<file path="config.mk">
export PLATFORM = sky130hd
export DESIGN_NAME = lbp_bin_encoder
export DESIGN_NICKNAME = d
export VERILOG_FILES = /design/src/rtl/lbp_bin_pkg.sv /design/src/rtl/lbp_code_stats.sv /design/src/rtl/lbp_bin_map.sv /design/src/rtl/lbp_pattern_match.sv /design/src/rtl/lbp_bin_decode.sv /design/src/rtl/lbp_bin_encoder.sv
export SDC_FILE = /design/constraint.sdc
export NUM_CORES = 1
export LEC_CHECK = 0
export ABC_AREA = 0
export BUFFER_PORTS_ARGS = -buffer_cell sky130_fd_sc_hd__buf_4
export CAP_MARGIN = 20
export CORE_UTILIZATION = 25
export CTS_BUF_LIST = sky130_fd_sc_hd__clkbuf_16
export CTS_CLUSTER_SIZE = 8
export DETAILED_ROUTE_END_ITERATION = 6
export HOLD_SLACK_MARGIN = 0.12
export PLACE_DENSITY = 0.45
export SETUP_SLACK_MARGIN = 0.2
export SYNTH_ARGS = -nofsm -noshare
export SYNTH_HDL_FRONTEND = slang
export SYNTH_HIERARCHICAL = 1
export SYNTH_SLANG_ARGS = --single-unit
</file>
<file path="constraint.sdc">
create_clock -name clk -period 6.8 [get_ports clk]
set_input_delay 1.02 -clock clk [delete_from_list [all_inputs] [get_ports clk]]
set_output_delay 1.02 -clock clk [all_outputs]
set_load 0.05 [all_outputs]
</file>
<file path="src/rtl/lbp_bin_pkg.sv">
package lbp_bin_pkg;
    localparam int CODE_W   = 8;
    localparam int CNT_W    = $clog2(CODE_W + 1);
    localparam int SYM_W    = $clog2(CODE_W / 2 + 1);
    localparam int POS_W    = $clog2(CODE_W);
    localparam int NUM_BINS = 30;
    localparam int BIN_W    = $clog2(NUM_BINS);

    localparam logic [BIN_W-1:0] BIN_FLAT  = BIN_W'(3 * CODE_W);
    localparam logic [BIN_W-1:0] BIN_ONE   = BIN_W'(3 * CODE_W + 1);
    localparam logic [BIN_W-1:0] BIN_TWO   = BIN_W'(3 * CODE_W + 2);
    localparam logic [BIN_W-1:0] BIN_SIX   = BIN_W'(3 * CODE_W + 3);
    localparam logic [BIN_W-1:0] BIN_SEVEN = BIN_W'(3 * CODE_W + 4);
    localparam logic [BIN_W-1:0] BIN_MIXED = BIN_W'(NUM_BINS - 1);

    typedef struct packed {
        logic [CNT_W-1:0] trans;
        logic [CNT_W-1:0] ones;
        logic [SYM_W-1:0] sym;
        logic             uniform;
        logic [BIN_W-1:0] bin;
        logic             match;
    } lbp_result_t;

    typedef enum logic {
        ST_IDLE   = 1'b0,
        ST_LOADED = 1'b1
    } lbp_state_e;
endpackage

</file>
<file path="src/rtl/lbp_code_stats.sv">
module lbp_code_stats
    import lbp_bin_pkg::*;
(
    input  logic [CODE_W-1:0] code,
    output logic [CNT_W-1:0]  trans,
    output logic [CNT_W-1:0]  ones,
    output logic [SYM_W-1:0]  sym,
    output logic              uniform,
    output logic [POS_W-1:0]  run_pos
);
    logic [CODE_W-1:0] edge_bits;
    logic [CODE_W-1:0] run_head;
    logic [CNT_W-1:0]  zeros;

    // Each bit is compared with its circular neighbours.
    for (genvar i = 0; i < CODE_W; i++) begin : g_bit
        assign edge_bits[i] = code[i] ^ code[(i + 1) % CODE_W];
        assign run_head[i]  = code[i] & ~code[(i + CODE_W - 1) % CODE_W];
    end

    always_comb begin
        trans   = CNT_W'($countones(edge_bits));
        ones    = CNT_W'($countones(code));
        zeros   = CNT_W'(CODE_W) - ones;
        sym     = (ones < zeros) ? SYM_W'(ones) : SYM_W'(zeros);
        uniform = (trans <= CNT_W'(2));
        run_pos = '0;
        for (int i = 0; i < CODE_W; i++) begin
            if (run_head[i]) run_pos = POS_W'(i);
        end
    end
endmodule

</file>
<file path="src/rtl/lbp_bin_map.sv">
module lbp_bin_map
    import lbp_bin_pkg::*;
(
    input  logic             uniform,
    input  logic [CNT_W-1:0] ones,
    input  logic [POS_W-1:0] run_pos,
    output logic [BIN_W-1:0] bin
);
    localparam logic [BIN_W-1:0] STRIDE = BIN_W'(CODE_W);

    always_comb begin
        if (!uniform) begin
            bin = BIN_MIXED;
        end else begin
            case (ones)
                CNT_W'(1): bin = BIN_ONE;
                CNT_W'(2): bin = BIN_TWO;
                CNT_W'(3): bin = BIN_W'(run_pos);
                CNT_W'(4): bin = STRIDE + BIN_W'(run_pos);
                CNT_W'(5): bin = STRIDE + STRIDE + BIN_W'(run_pos);
                CNT_W'(6): bin = BIN_SIX;
                CNT_W'(7): bin = BIN_SEVEN;
                default:   bin = BIN_FLAT;
            endcase
        end
    end
endmodule

</file>
<file path="src/rtl/lbp_pattern_match.sv">
module lbp_pattern_match
    import lbp_bin_pkg::*;
(
    input  logic [CODE_W-1:0] code,
    input  logic [CODE_W-1:0] care,
    input  logic [CODE_W-1:0] want,
    output logic              match
);
    logic [CODE_W-1:0] need_one;
    logic [CODE_W-1:0] need_zero;
    logic              ones_ok;
    logic              zeros_ok;

    always_comb begin
        need_one  = care & want;
        need_zero = care & ~want;
        ones_ok   = ((code & need_one) == need_one);
        zeros_ok  = ((~code & need_zero) == need_zero);
        match     = ones_ok & zeros_ok;
    end
endmodule

</file>
<file path="src/rtl/lbp_bin_decode.sv">
module lbp_bin_decode
    import lbp_bin_pkg::*;
(
    input  logic                en,
    input  logic [BIN_W-1:0]    bin,
    output logic [NUM_BINS-1:0] occ
);
    for (genvar b = 0; b < NUM_BINS; b++) begin : g_occ
        assign occ[b] = en && (bin == BIN_W'(b));
    end
endmodule

</file>
<file path="src/rtl/lbp_bin_encoder.sv">
module lbp_bin_encoder
    import lbp_bin_pkg::*;
(
    input  logic                clk,
    input  logic                rst_n,
    input  logic                code_valid,
    input  logic [CODE_W-1:0]   code,
    input  logic [CODE_W-1:0]   care_mask,
    input  logic [CODE_W-1:0]   want_mask,
    output logic                out_valid,
    output logic [CNT_W-1:0]    trans_cnt,
    output logic [CNT_W-1:0]    ones_cnt,
    output logic [SYM_W-1:0]    sym_lvl,
    output logic                uniform,
    output logic [BIN_W-1:0]    bin_idx,
    output logic                match,
    output logic [NUM_BINS-1:0] occ_vec
);
    lbp_result_t      nxt_res;
    lbp_result_t      res_q;
    lbp_state_e       state_q;
    lbp_state_e       state_d;
    logic [POS_W-1:0] run_pos;

    lbp_code_stats u_stats (
        .code    (code),
        .trans   (nxt_res.trans),
        .ones    (nxt_res.ones),
        .sym     (nxt_res.sym),
        .uniform (nxt_res.uniform),
        .run_pos (run_pos)
    );

    lbp_bin_map u_map (
        .uniform (nxt_res.uniform),
        .ones    (nxt_res.ones),
        .run_pos (run_pos),
        .bin     (nxt_res.bin)
    );

    lbp_pattern_match u_match (
        .code  (code),
        .care  (care_mask),
        .want  (want_mask),
        .match (nxt_res.match)
    );

    always_comb begin
        unique case (state_q)
            ST_IDLE:   state_d = code_valid ? ST_LOADED : ST_IDLE;
            ST_LOADED: state_d = code_valid ? ST_LOADED : ST_IDLE;
            default:   state_d = ST_IDLE;
        endcase
    end

    always_ff @(posedge clk) begin
        if (!rst_n) begin
            state_q <= ST_IDLE;
            res_q   <= '0;
        end else begin
            state_q <= state_d;
            if (code_valid) res_q <= nxt_res;
        end
    end

    always_comb begin
        out_valid = (state_q == ST_LOADED);
        trans_cnt = res_q.trans;
        ones_cnt  = res_q.ones;
        sym_lvl   = res_q.sym;
        uniform   = res_q.uniform;
        bin_idx   = res_q.bin;
        match     = res_q.match;
    end

    lbp_bin_decode u_dec (
        .en  (out_valid),
        .bin (res_q.bin),
        .occ (occ_vec)
    );


    valid_onehot_chk: assert property (@(posedge clk) disable iff (!rst_n)
        out_valid |-> ($countones(occ_vec) == 1 && occ_vec[bin_idx]));

    idle_occ_zero_chk: assert property (@(posedge clk) disable iff (!rst_n)
        !out_valid |-> (occ_vec == '0));

    mixed_bin_chk: assert property (@(posedge clk) disable iff (!rst_n)
        (out_valid && !uniform) |-> (bin_idx == BIN_MIXED));

    run_bin_range_chk: assert property (@(posedge clk) disable iff (!rst_n)
        (out_valid && uniform && ones_cnt >= 3 && ones_cnt <= 5) |-> (bin_idx < BIN_FLAT));

    trans_even_chk: assert property (@(posedge clk) disable iff (!rst_n)
        out_valid |-> (trans_cnt[0] == 1'b0 && trans_cnt <= CNT_W'(CODE_W)));

    latency_chk: assert property (@(posedge clk) disable iff (!rst_n)
        code_valid |=> out_valid);

    hold_chk: assert property (@(posedge clk) disable iff (!rst_n)
        !code_valid |=> ($stable(bin_idx) && $stable(ones_cnt) && !out_valid));
endmodule

</file>
Yosys cells after proc, flatten, opt, wreduce, memory -nomap -nowiden
Index checks and enable logic that the tools add are counted.

Add/sub/neg operators: 17. Magnitude comparators: 2. Eq/ne operators: 38. Muxes and demuxes: 11. Bitwise operators: 29. Reductions and logical operators: 31.

Operators by type and width (number): 5-bit == test, second input constant (14); 5-bit by 4-bit == test with 1-bit output, second input constant (8); 5-bit case mux with 7 select lines (1); 8-bit AND (4); 1-bit logical AND (30); 4-bit adder (6); 5-bit by 3-bit == test with 1-bit output, second input constant (4); 1-bit by 1-bit adder with 2-bit output (8); 4-bit by 3-bit == test with 1-bit output, second input constant (4); 8-bit == test (2); 8-bit inverter (2); 3-bit two-way mux (5); 5-bit by 2-bit == test with 1-bit output, second input constant (2); 1-bit AND (8); 4-bit by 2-bit == test with 1-bit output, second input constant (2); 1-bit XOR (8); 1-bit inverter (7); 4-bit by 3-bit adder with 5-bit output, first input constant (1); 5-bit by 3-bit adder with 5-bit output, first input constant (1); 5-bit by 1-bit == test with 1-bit output, second input constant (1); 5-bit zero test (1); 5-bit two-way mux (1); 4-bit by 1-bit == test with 1-bit output, second input constant (1); 4-bit by 2-bit <= comparator with 1-bit output, second input constant (1); other kinds (4) (6).

Register bits after elaboration: 19. Bits of input ports: 27. Output and inout port bits: 49. Word-level logic and storage cells: 135.

Longest topological paths before layout
Gate-level depths: netlist of the first run.

Depth in word-level cells: 12. Mapped depth: 17. Mapped depth without buffers: 17.

By module
The synthesis of the first run kept the hierarchy.

By module, submodules not included: lbp_bin_encoder (times used 1, cells each 59, area an instance 715.7 µm², seq. area each 380.4 µm²); lbp_code_stats (times used 1, cells each 84, area an instance 660.6 µm², seq. area each 0.0 µm²); lbp_bin_decode (times used 1, cells each 44, area an instance 219.0 µm², seq. area each 0.0 µm²); lbp_bin_map (times used 1, cells each 20, area an instance 145.1 µm², seq. area each 0.0 µm²); lbp_pattern_match (times used 1, cells each 21, area an instance 127.6 µm², seq. area each 0.0 µm²).

Least setup slack after synthesis of the first run
No wires, ideal clock.

Kind: input-to-reg. Start point: in code[0]. End point: reg res_q, in the netlist sym_lvl[1]. Library setup time: 66 ps. Arrival time: 4786 ps. Required time: 6734 ps. Path slack: 1949 ps. Stages: 16. Path buffers: 0. Cells stage by stage: inv_1 fa_1 fa_1 fa_1 inv_1 ha_1 inv_1 fa_1 xor2_1 inv_1 ha_1 or3_1 a32oi_1 mux2i_1 mux2i_1 nor2b_1.

RTL lines: start: declaration (RTL line lbp_bin_encoder.sv:7) `input logic [CODE_W-1:0] code,`; end signal: assignment (RTL line lbp_bin_encoder.sv:62) `if (code_valid) res_q <= nxt_res;`; end: declaration (RTL line lbp_bin_encoder.sv:20) `lbp_result_t res_q;`.

==> impl_metrics.py, run 1 <==
metrics = {
    "final_layout": {
        "fillerInstances": 774,
        "stdcell_count": 399,
        "fin_util": 0.355,
        "nNetsFinal": 352,
        "n_antenna_cell": 0,
        "flow.area_growth_from_synthesis_pct": 37.7,
        "drive_gt1_frac": 0.280,
    },
    "setup_path": {
        "crit_required_ns": 6.99,
        "cp-start-kind": "input pin",
        "critical_path_sink_type": "register",
        "worst_setup_path_class": "input pin to register",
        "crit_path_max_fanout": 10,
        "timing.critical_path.arrival_ns": 5.30,
    },
    "sta": {
        "slew_headroom": 0.617,
        "postLayoutSetupSlackWorst_ns": 1.69,
        "maxClockFrequency_mhz": 196,
        "final-setup-viol-count": 0,
        "hold_violations": 0,
        "fin_tns_setup_ns": 0,
        "hold_ws_ns": 0.517,
        "timing.final.crit_period_ns": 5.11,
        "fin_worst_skew_ns": 0,
        "final_max_slew_viol_count": 0,
        "worst_pin_slew_ns": 0.574,
        "rsz0062_at_grt": "false",
        "fin_crit_sh": 0.751,
    },
    "pwr": {
        "static-leakage-power_nw": 1.28,
        "power_density_nw_per_um2": 305,
        "peakVddDrop_v": 0.0000804,
    },
    "cts": {
        "ctsLongestPathBuffers": 2,
        "cts_num_sinks": 19,
        "insertion_delay_ns": 0.25,
        "h_tree_depth_reported_by_cts": 1,
        "num_cts_buffers": 3,
        "cts_tree": "yes",
        "clkTransAtPathRegs_ns": 0.05,
        "cts_resized": 0,
        "postCtsSetupRepairBufs": 0,
        "cts_hold_bufs": 0,
        "ctsRootBufferMaster": "sky130_fd_sc_hd__clkbuf_16",
    },
    "die": {
        "design.die.area_sq_um": 7820,
        "floorplan.initialDensity": 0.258,
        "num_rows": 31,
        "die_width_microns": 88.4,
        "die_height_microns": 88.4,
        "boundaryPins": 76,
        "fp.coreArea_sq_um": 7250,
    },
    "synth": {
        "yosysSeqAreaShare": 0.204,
        "synth.yosys.warnings": 6,
        "synth_async_sr_flop_share": 0,
        "ys_top_cells_by_count": "38 x sky130_fd_sc_hd__nor2_1, 29 x sky130_fd_sc_hd__inv_1, 23 x sky130_fd_sc_hd__nor2b_1",
        "netlist_top_cells_area": "sky130_fd_sc_hd__dfxtp_1 20%, sky130_fd_sc_hd__ha_1 11%, sky130_fd_sc_hd__mux2i_1 11%",
        "synth_cells": 228,
        "yosysTopAreaCellShare": 0.204,
        "ys_seq_elements": 19,
        "yosys.area.top_type": "sky130_fd_sc_hd__dfxtp_1",
        "syn-cell-area_sq_um": 1870,
        "synth.net_count": 279,
        "synth_cell_type_count": 42,
        "number_of_synthesized_flops_with_an_enable_pin": 0,
        "synth.avg_cell_area_sq_um": 8.19,
        "yosys.cell_count.top_type": "sky130_fd_sc_hd__nor2_1",
        "synth_flop_cell": "sky130_fd_sc_hd__dfxtp_1",
    },
    "placed_design": {
        "dpl.hpwl_microns": 3590,
        "gpl.final_weighted_congestion": 0.753,
        "numPortBuffers": 75,
        "dp_worst_setup_slack_ns": 1.41,
        "dpl.cell_count": 395,
    },
    "detailed_routing": {
        "antenna_left": 0,
        "detail_route.vias_per_cell": 4.25,
        "via_count": 1697,
        "wl_microns": 4320,
        "detail_route.wl_per_cell_microns": 10.8,
        "dr.pass1.iters": 6,
        "drtIter0Drc": 33,
        "residual_drc_count": 2,
    },
    "status": {
        "violations_in_the_final_reports": "design-rule violations",
        "outcome": "complete, but fails checks",
    },
    "grt": {
        "globalRoute.totalOverflow": 0,
        "maximum_number_of_pins_on_one_net_before_global_route_repair": 20,
        "grt_pass1_wl_microns": 7040,
        "antenna_found_initial": 0,
        "grt_pass1_vias": 1548,
        "overall_track_demand_over_capacity_in_global_routing": 0.114,
    },
    "worst_hold_path": {
        "timing.hold.worst.class": "register to register",
    },
    "flow_run": {
        "maxCapViolCount": 0,
    },
}
-- sequential cells by signal, indices dropped and copies added, names as in the netlist --
signal	count
sym_lvl	3
trans_cnt	4
bin_idx	5
match	1
uniform	1
out_valid	1
ones_cnt	4
-- cell type report --
| class | count | area [sq um] | share of cell area |
|---|---|---|---|
| Multi-Input combinational cell | 172 | 1300 | 0.506 |
| Clock inverter | 1 | 3.75 | 0.00146 |
| Inverter | 30 | 125 | 0.0486 |
| Clock buffer | 3 | 75.1 | 0.0292 |
| Tap cell | 99 | 124 | 0.0482 |
| Sequential cell | 19 | 380 | 0.148 |
| Timing Repair Buffer | 75 | 563 | 0.219 |
-- layer usage --
layer	up-vias	wire [microns]	track usage
met2	64	2000	0.208
met4	0	58	0.0484
li1	890	-	-
met5	-	0	0
met3	4	250	0.00840
met1	739	2010	0.138
-- metrics by stage --
step	cell area, sq um	power [W]
5_1_grt	2570	0.000859
3_5_place_dp	2490	0.000675
2_1_floorplan	1870	0.000554
6_report	2570	0.000783
4_1_cts	2570	0.000797
3_3_place_gp	2490	0.000674
-- report_power, final --
part / switching, W / internal, W
clock: 0.0000411 / 0.0000782
sequential: 0.0000267 / 0.000140
combinational: 0.000306 / 0.000192
total: 0.000374 / 0.000410
-- critical path, cell delays in order --
cell and delay [ns]:
sky130_fd_sc_hd__buf_4 0.12, sky130_fd_sc_hd__inv_1 0.07, sky130_fd_sc_hd__fa_1 0.57, sky130_fd_sc_hd__fa_1 0.43, sky130_fd_sc_hd__fa_1 0.43, sky130_fd_sc_hd__inv_1 0.06
sky130_fd_sc_hd__ha_1 0.15, sky130_fd_sc_hd__inv_1 0.05, sky130_fd_sc_hd__fa_1 0.40, sky130_fd_sc_hd__xor2_1 0.36, sky130_fd_sc_hd__inv_1 0.24, sky130_fd_sc_hd__ha_1 0.38
sky130_fd_sc_hd__or3_1 0.38, sky130_fd_sc_hd__a32oi_1 0.23, sky130_fd_sc_hd__mux2i_1 0.22, sky130_fd_sc_hd__mux2i_1 0.09, sky130_fd_sc_hd__nor2b_1 0.10
-- cells in the final DEF, fill, tap and decap left out, types with 4 or more instances in the layout --
cell type                 count
sky130_fd_sc_hd__buf_4       75
sky130_fd_sc_hd__nor2_1      38
sky130_fd_sc_hd__inv_1       30
sky130_fd_sc_hd__nor2b_1     23
sky130_fd_sc_hd__mux2i_1     20
sky130_fd_sc_hd__dfxtp_1     19
sky130_fd_sc_hd__ha_1        17
sky130_fd_sc_hd__nand2_1     12
sky130_fd_sc_hd__xor2_1       7
sky130_fd_sc_hd__fa_1         7
sky130_fd_sc_hd__a21oi_1      6
sky130_fd_sc_hd__o22ai_1      4
-- logic make-up (layout without fill, tap and decap cells) --
| group | after synthesis | after routing | synth area share |
|---|---|---|---|
| buffers and inverters | 37 | 109 | 0.0998 |
| AOI/OAI and AO/OA | 22 | 22 | 0.0797 |
| and+or+nand+nor | 96 | 96 | 0.273 |
| adders and majority gates | 24 | 24 | 0.189 |
| DFF | 19 | 19 | 0.204 |
| xor gates and xnor gates | 9 | 9 | 0.0422 |
| muxes | 21 | 21 | 0.113 |
-- worst paths after layout --
check / from / endpoint / slack (ns) / cells after the start
setup / recovery: code[0] / sym_lvl[1]$_SDFFE_PN0P_ / 1.69 / 17
hold / removal: trans_cnt[2]$_SDFFE_PN0P_ / trans_cnt[2]$_SDFFE_PN0P_ / 0.52 / 2
setup reg to reg: bin_idx[4]$_SDFFE_PN0P_ / bin_idx[4]$_SDFFE_PN0P_ / 6.03 / 2
hold reg to reg: trans_cnt[2]$_SDFFE_PN0P_ / trans_cnt[2]$_SDFFE_PN0P_ / 0.52 / 2
Note: power is estimated with default switching activity, not from simulation.
==> inputs of run 2 (changes only) <==
==> constraint.sdc (replaced) <==
create_clock -name clk -period 5.34 [get_ports clk]
set_input_delay 0.801 -clock clk [delete_from_list [all_inputs] [get_ports clk]]
set_output_delay 0.801 -clock clk [all_outputs]
set_load 0.05 [all_outputs]
==> impl_metrics.py, run 2 (same netlist as run 1, synthesis figures left out) <==
metrics = {
    "sta": {
        "fin_worst_skew_ns": 0,
        "worst_pin_slew_ns": 0.587,
        "timing.final.crit_period_ns": 4.65,
        "hold_violations": 0,
        "final-setup-viol-count": 0,
        "maxClockFrequency_mhz": 215,
        "final_max_slew_viol_count": 0,
        "slew_headroom": 0.608,
        "fin_tns_setup_ns": 0,
        "fin_crit_sh": 0.870,
        "rsz0062_at_grt": "false",
    },
    "setup_path": {
        "rr_worst_depth": 2,
        "crit_required_ns": 5.53,
        "timing.critical_path.arrival_ns": 4.84,
        "cp-start-kind": "input pin",
        "crit_path_max_fanout": 6,
        "critical_path_sink_type": "register",
        "worst_setup_path_class": "input pin to register",
    },
    "detailed_routing": {
        "drtIter0Drc": 70,
        "via_count": 1722,
        "antenna_left": 0,
        "wl_microns": 4340,
        "detail_route.wl_per_cell_microns": 10.8,
        "residual_drc_count": 0,
        "detail_route.vias_per_cell": 4.29,
        "dr.pass1.iters": 6,
    },
    "final_layout": {
        "multiInputGateArea_sq_um": 1300,
        "nNetsFinal": 354,
        "mostFrequentLayoutCell": "sky130_fd_sc_hd__buf_4",
        "number_of_flip_flops_in_the_largest_register": 5,
        "most-common-layout-cells": "77 x sky130_fd_sc_hd__buf_4, 38 x sky130_fd_sc_hd__nor2_1, 30 x sky130_fd_sc_hd__inv_1",
        "fin_util": 0.357,
        "layout.area.seq_sq_um": 380,
        "finish.instance_area_sq_um": 2590,
        "fillerInstances": 772,
        "drive_gt1_frac": 0.285,
        "n_antenna_cell": 0,
        "flow.area_growth_from_synthesis_pct": 38.5,
    },
    "cts": {
        "ctsLongestPathBuffers": 2,
        "cts_tree": "yes",
        "h_tree_depth_reported_by_cts": 1,
        "num_cts_buffers": 3,
        "cts_num_sinks": 19,
        "cts_hold_bufs": 0,
        "ctsRootBufferMaster": "sky130_fd_sc_hd__clkbuf_16",
        "clkTransAtPathRegs_ns": 0.05,
        "postCtsSetupRepairBufs": 0,
        "cts_resized": 0,
        "insertion_delay_ns": 0.25,
    },
    "die": {
        "boundaryPins": 76,
        "floorplan.initialDensity": 0.258,
        "fp.coreArea_sq_um": 7250,
        "die_height_microns": 88.4,
        "die_width_microns": 88.4,
        "num_rows": 31,
        "design.die.area_sq_um": 7820,
    },
    "grt": {
        "maximum_number_of_pins_on_one_net_before_global_route_repair": 20,
        "grt_pass1_wl_microns": 7160,
        "overall_track_demand_over_capacity_in_global_routing": 0.116,
        "globalRoute.totalOverflow": 0,
        "grt_pass1_vias": 1599,
        "antenna_found_initial": 0,
    },
    "pwr": {
        "peakVddDrop_v": 0.000104,
        "static-leakage-power_nw": 1.29,
        "power_density_nw_per_um2": 391,
    },
    "worst_hold_path": {
        "timing.hold.worst.class": "register to register",
        "timing.hold.worst_path_depth": 2,
    },
    "placed_design": {
        "gpl.final_weighted_congestion": 0.741,
        "dpl.hpwl_microns": 3610,
        "numPortBuffers": 75,
        "placedInstanceArea_sq_um": 2510,
    },
    "flow_run": {
        "maxCapViolCount": 0,
    },
    "status": {
        "outcome": "finished clean",
    },
}
-- run 2: changes by cell type in the layout (fill, tap and decap cells not counted) --
cell / previous run / this run
sky130_fd_sc_hd__buf_4: 75 / 77
-- run 2: worst max-delay path: stages --
cell                      delay (ns)
sky130_fd_sc_hd__buf_4          0.12
sky130_fd_sc_hd__inv_1          0.08
sky130_fd_sc_hd__fa_1           0.55
sky130_fd_sc_hd__fa_1           0.42
sky130_fd_sc_hd__fa_1           0.43
sky130_fd_sc_hd__inv_1          0.06
sky130_fd_sc_hd__ha_1           0.15
sky130_fd_sc_hd__inv_1          0.05
sky130_fd_sc_hd__fa_1           0.40
sky130_fd_sc_hd__xor2_1         0.33
sky130_fd_sc_hd__inv_1          0.11
sky130_fd_sc_hd__ha_1           0.33
sky130_fd_sc_hd__or3_1          0.38
sky130_fd_sc_hd__a32oi_1        0.23
sky130_fd_sc_hd__mux2i_1        0.20
sky130_fd_sc_hd__mux2i_1        0.09
sky130_fd_sc_hd__nor2b_1        0.10
-- run 2: cell type report --
class                   instances  area share
repair buffers                 77       0.223
inverters                      30      0.0484
multi-input cells             172       0.503
clock buffers                   3      0.0290
clock inverters                 1     0.00145
well taps                      99      0.0479
flip-flops and latches         19       0.147
-- run 2: metrics by stage --
step	hold WS, ns	instances	total power (W)	setup WS, ns
6_report	0.521	401	0.00101	0.694
2_1_floorplan	0.743	228	0.000706	0.708
3_3_place_gp	0.504	397	0.000874	0.449
4_1_cts	0.528	401	0.00103	0.666
3_5_place_dp	0.512	397	0.000872	0.409
5_1_grt	0.550	401	0.00110	0.421
-- run 2: power breakdown --
part / internal [W] / switching (W) / leakage [nW]
Combinational: 0.000257 / 0.000389 / 1.09
Clock: 0.0000996 / 0.0000532 / 0.0423
Sequential: 0.000178 / 0.0000357 / 0.157
-- run 2: layer usage --
metal | wire, microns | vias up | global-route usage
met5 | 0 | - | 0
met4 | 68 | 0 | 0.0484
met3 | 236 | 5 | 0.00933
met2 | 2010 | 64 | 0.204
met1 | 2020 | 758 | 0.145
li1 | - | 895 | -
-- run 2: worst paths after layout --
| check | from | to | slack, ns |
|---|---|---|---|
| setup / recovery | code[0] | sym_lvl[1]$_SDFFE_PN0P_ | 0.69 |
| hold / removal | sym_lvl[0]$_SDFFE_PN0P_ | sym_lvl[0]$_SDFFE_PN0P_ | 0.52 |
| setup reg to reg | bin_idx[4]$_SDFFE_PN0P_ | bin_idx[4]$_SDFFE_PN0P_ | 4.56 |
| hold reg to reg | sym_lvl[0]$_SDFFE_PN0P_ | sym_lvl[0]$_SDFFE_PN0P_ | 0.52 |
==> inputs of run 3 (changes only) <==
--- a/config.mk
+++ b/config.mk
@@ -8,14 +8,13 @@
 export ABC_AREA = 0
 export BUFFER_PORTS_ARGS = -buffer_cell sky130_fd_sc_hd__buf_4
 export CAP_MARGIN = 20
-export CORE_UTILIZATION = 25
+export CORE_UTILIZATION = 49
 export CTS_BUF_LIST = sky130_fd_sc_hd__clkbuf_16
 export CTS_CLUSTER_SIZE = 8
 export DETAILED_ROUTE_END_ITERATION = 6
 export HOLD_SLACK_MARGIN = 0.12
-export PLACE_DENSITY = 0.45
+export PLACE_DENSITY = 0.79
 export SETUP_SLACK_MARGIN = 0.2
 export SYNTH_ARGS = -nofsm -noshare
 export SYNTH_HDL_FRONTEND = slang
-export SYNTH_HIERARCHICAL = 1
 export SYNTH_SLANG_ARGS = --single-unit
==> impl_metrics.py, run 3 <==
metrics = {
    "final_layout": {
        "most-common-layout-cells": "75 x sky130_fd_sc_hd__buf_4, 32 x sky130_fd_sc_hd__inv_1, 29 x sky130_fd_sc_hd__nor2_1",
        "drive_gt1_frac": 0.272,
        "stdcell_count": 347,
        "multiInputGateArea_sq_um": 1290,
        "fin_util": 0.719,
        "fillerInstances": 288,
        "flow.area_growth_from_synthesis_pct": 35.5,
        "mostFrequentLayoutCell": "sky130_fd_sc_hd__buf_4",
        "layout.area.seq_sq_um": 360,
        "nNetsFinal": 361,
        "number_of_flip_flops_in_the_largest_register": 5,
        "n_antenna_cell": 0,
    },
    "setup_path": {
        "crit_required_ns": 5.47,
        "timing.critical_path.from": "code[6]",
        "worst_setup_path_class": "input pin to register",
        "crit_path_max_fanout": 14,
        "cp-start-kind": "input pin",
        "critical_path_sink_type": "register",
        "timing.critical_path.arrival_ns": 4.37,
        "crit-reg2reg-launch": "bin_idx[2]$_SDFFE_PN0P_",
    },
    "cts": {
        "num_cts_buffers": 3,
        "insertion_delay_ns": 0.25,
        "clkTransAtPathRegs_ns": 0.05,
        "h_tree_depth_reported_by_cts": 1,
        "cts_tree": "yes",
        "cts_resized": 0,
        "ctsLongestPathBuffers": 2,
        "cts_hold_bufs": 0,
        "cts_num_sinks": 18,
        "postCtsSetupRepairBufs": 0,
        "ctsRootBufferMaster": "sky130_fd_sc_hd__clkbuf_16",
    },
    "die": {
        "boundaryPins": 76,
        "die_height_microns": 63.0,
        "die_width_microns": 63.0,
        "design.die.area_sq_um": 3970,
        "fp.coreArea_sq_um": 3440,
        "floorplan.initialDensity": 0.530,
        "num_rows": 21,
    },
    "detailed_routing": {
        "wl_microns": 4500,
        "detail_route.wl_per_cell_microns": 13.0,
        "antenna_left": 0,
        "detail_route.vias_per_cell": 5.05,
        "drtIter0Drc": 120,
        "residual_drc_count": 0,
        "dr.pass1.iters": 4,
        "via_count": 1754,
    },
    "sta": {
        "fin_tns_setup_ns": 0,
        "fin_crit_sh": 0.794,
        "maxClockFrequency_mhz": 236,
        "hold_violations": 0,
        "slew_headroom": 0.636,
        "final_max_slew_viol_count": 0,
        "final-setup-viol-count": 0,
        "fin_worst_skew_ns": 0,
        "postLayoutSetupSlackWorst_ns": 1.10,
        "worst_pin_slew_ns": 0.546,
        "rsz0062_at_grt": "false",
        "timing.final.crit_period_ns": 4.24,
    },
    "synth": {
        "netlist_top_cells_area": "sky130_fd_sc_hd__dfxtp_1 20%, sky130_fd_sc_hd__ha_1 16%, sky130_fd_sc_hd__fa_1 8.8%",
        "number_of_synthesized_flops_with_an_enable_pin": 0,
        "synth.yosys.warnings": 0,
        "yosysSeqAreaShare": 0.197,
        "synth_cell_type_count": 37,
        "yosys.cell_count.top_type": "sky130_fd_sc_hd__inv_1",
        "yosysTopAreaCellShare": 0.197,
        "synth_flop_cell": "sky130_fd_sc_hd__dfxtp_1",
        "synth.avg_cell_area_sq_um": 7.87,
        "ys_top_cells_by_count": "32 x sky130_fd_sc_hd__inv_1, 29 x sky130_fd_sc_hd__nor2_1, 24 x sky130_fd_sc_hd__ha_1",
        "synth.net_count": 291,
        "synth_async_sr_flop_share": 0,
        "yosys.area.top_type": "sky130_fd_sc_hd__dfxtp_1",
        "synth_cells": 232,
        "syn-cell-area_sq_um": 1830,
        "ys_seq_elements": 18,
    },
    "placed_design": {
        "numPortBuffers": 75,
        "dpl.cell_count": 343,
        "gpl.final_weighted_congestion": 0.824,
        "dpl.hpwl_microns": 3530,
        "dp_worst_setup_slack_ns": 0.851,
    },
    "grt": {
        "antenna_found_initial": 0,
        "maximum_number_of_pins_on_one_net_before_global_route_repair": 20,
        "globalRoute.totalOverflow": 0,
        "grt_pass1_vias": 1730,
        "grt_pass1_wl_microns": 7780,
        "overall_track_demand_over_capacity_in_global_routing": 0.244,
    },
    "worst_hold_path": {
        "timing.hold.worst.class": "register to register",
        "hold_path.startpoint": "uniform$_SDFFE_PN0P_",
    },
    "pwr": {
        "total_power_w": 0.000942,
        "power_density_nw_per_um2": 381,
        "peakVddDrop_v": 0.000335,
        "static-leakage-power_nw": 1.26,
    },
    "flow_run": {
        "maxCapViolCount": 0,
    },
    "status": {
        "outcome": "finished clean",
    },
}
-- run 3: cell types whose count changed in the layout (fill, tap and decap cells not counted), moves of 7 or more --
cell	delta
sky130_fd_sc_hd__nor2_1	-9
sky130_fd_sc_hd__mux2i_1	-11
sky130_fd_sc_hd__o21ai_0	+8
sky130_fd_sc_hd__nor3_1	+11
sky130_fd_sc_hd__nor2b_1	-10
sky130_fd_sc_hd__ha_1	+7
-- run 3: area by class of cell --
type,instances,share of cell area
inverters,32,0.0486
repair buffers,75,0.228
clock inverters,1,0.00152
clock buffers,3,0.0303
well taps,46,0.0233
multi-input cells,172,0.523
flip-flops and latches,18,0.146
-- run 3: stage by stage --
stage               area, sq um  hold WS, ns
floorplan                  1830        0.689
global placement           2390        0.466
detailed placement         2390        0.470
CTS                        2470        0.479
global route               2470        0.512
finish                     2470        0.481
-- run 3: cells by family (layout without fill, tap and decap cells) --
family | after synthesis | count (layout) | share of synthesized area
AO/OA/AOI/OAI | 35 | 35 | 0.123
AND/OR/NAND/NOR | 83 | 83 | 0.219
multiplexers | 11 | 11 | 0.0617
XOR/XNOR | 11 | 11 | 0.0528
adder cells (fa/ha/maj) | 32 | 32 | 0.252
buffers and inverters | 42 | 111 | 0.0939
flip-flops | 18 | 18 | 0.197
-- run 3: path summary, 6_finish.rpt --
check | slack [ns] | endpoint | cells after the start
setup / recovery | 1.10 | sym_lvl[2]$_SDFFE_PN0P_ | 14
setup reg to reg | 4.41 | bin_idx[2]$_SDFFE_PN0P_ | 2
hold / removal | 0.48 | uniform$_SDFFE_PN0P_ | 2
hold reg to reg | 0.48 | uniform$_SDFFE_PN0P_ | 2
-- run 3: critical path, cell delays in order --
cell,delay (ns)
sky130_fd_sc_hd__buf_4,0.12
sky130_fd_sc_hd__ha_1,0.14
sky130_fd_sc_hd__inv_1,0.06
sky130_fd_sc_hd__fa_1,0.55
sky130_fd_sc_hd__inv_1,0.06
sky130_fd_sc_hd__fa_1,0.48
sky130_fd_sc_hd__ha_1,0.23
sky130_fd_sc_hd__fa_1,0.84
sky130_fd_sc_hd__ha_1,0.36
sky130_fd_sc_hd__xor2_1,0.14
sky130_fd_sc_hd__o21bai_1,0.11
sky130_fd_sc_hd__mux2_2,0.27
sky130_fd_sc_hd__a21oi_1,0.14
sky130_fd_sc_hd__a21oi_1,0.07
-- run 3: where the power goes --
| part | total (W) | switching, W | internal (W) |
|---|---|---|---|
| Combinational | 0.000587 | 0.000363 | 0.000223 |
| Clock | 0.000153 | 0.0000530 | 0.0000997 |
| Sequential | 0.000203 | 0.0000381 | 0.000165 |
-- run 3: metal layers --
layer	share of wire	routed length (microns)	global-route usage	vias up
met5	0	0	0	-
met4	0.011	48	0.0610	0
met3	0.058	261	0.0493	8
met2	0.47	2130	0.419	67
met1	0.46	2060	0.307	773
li1	-	-	-	906
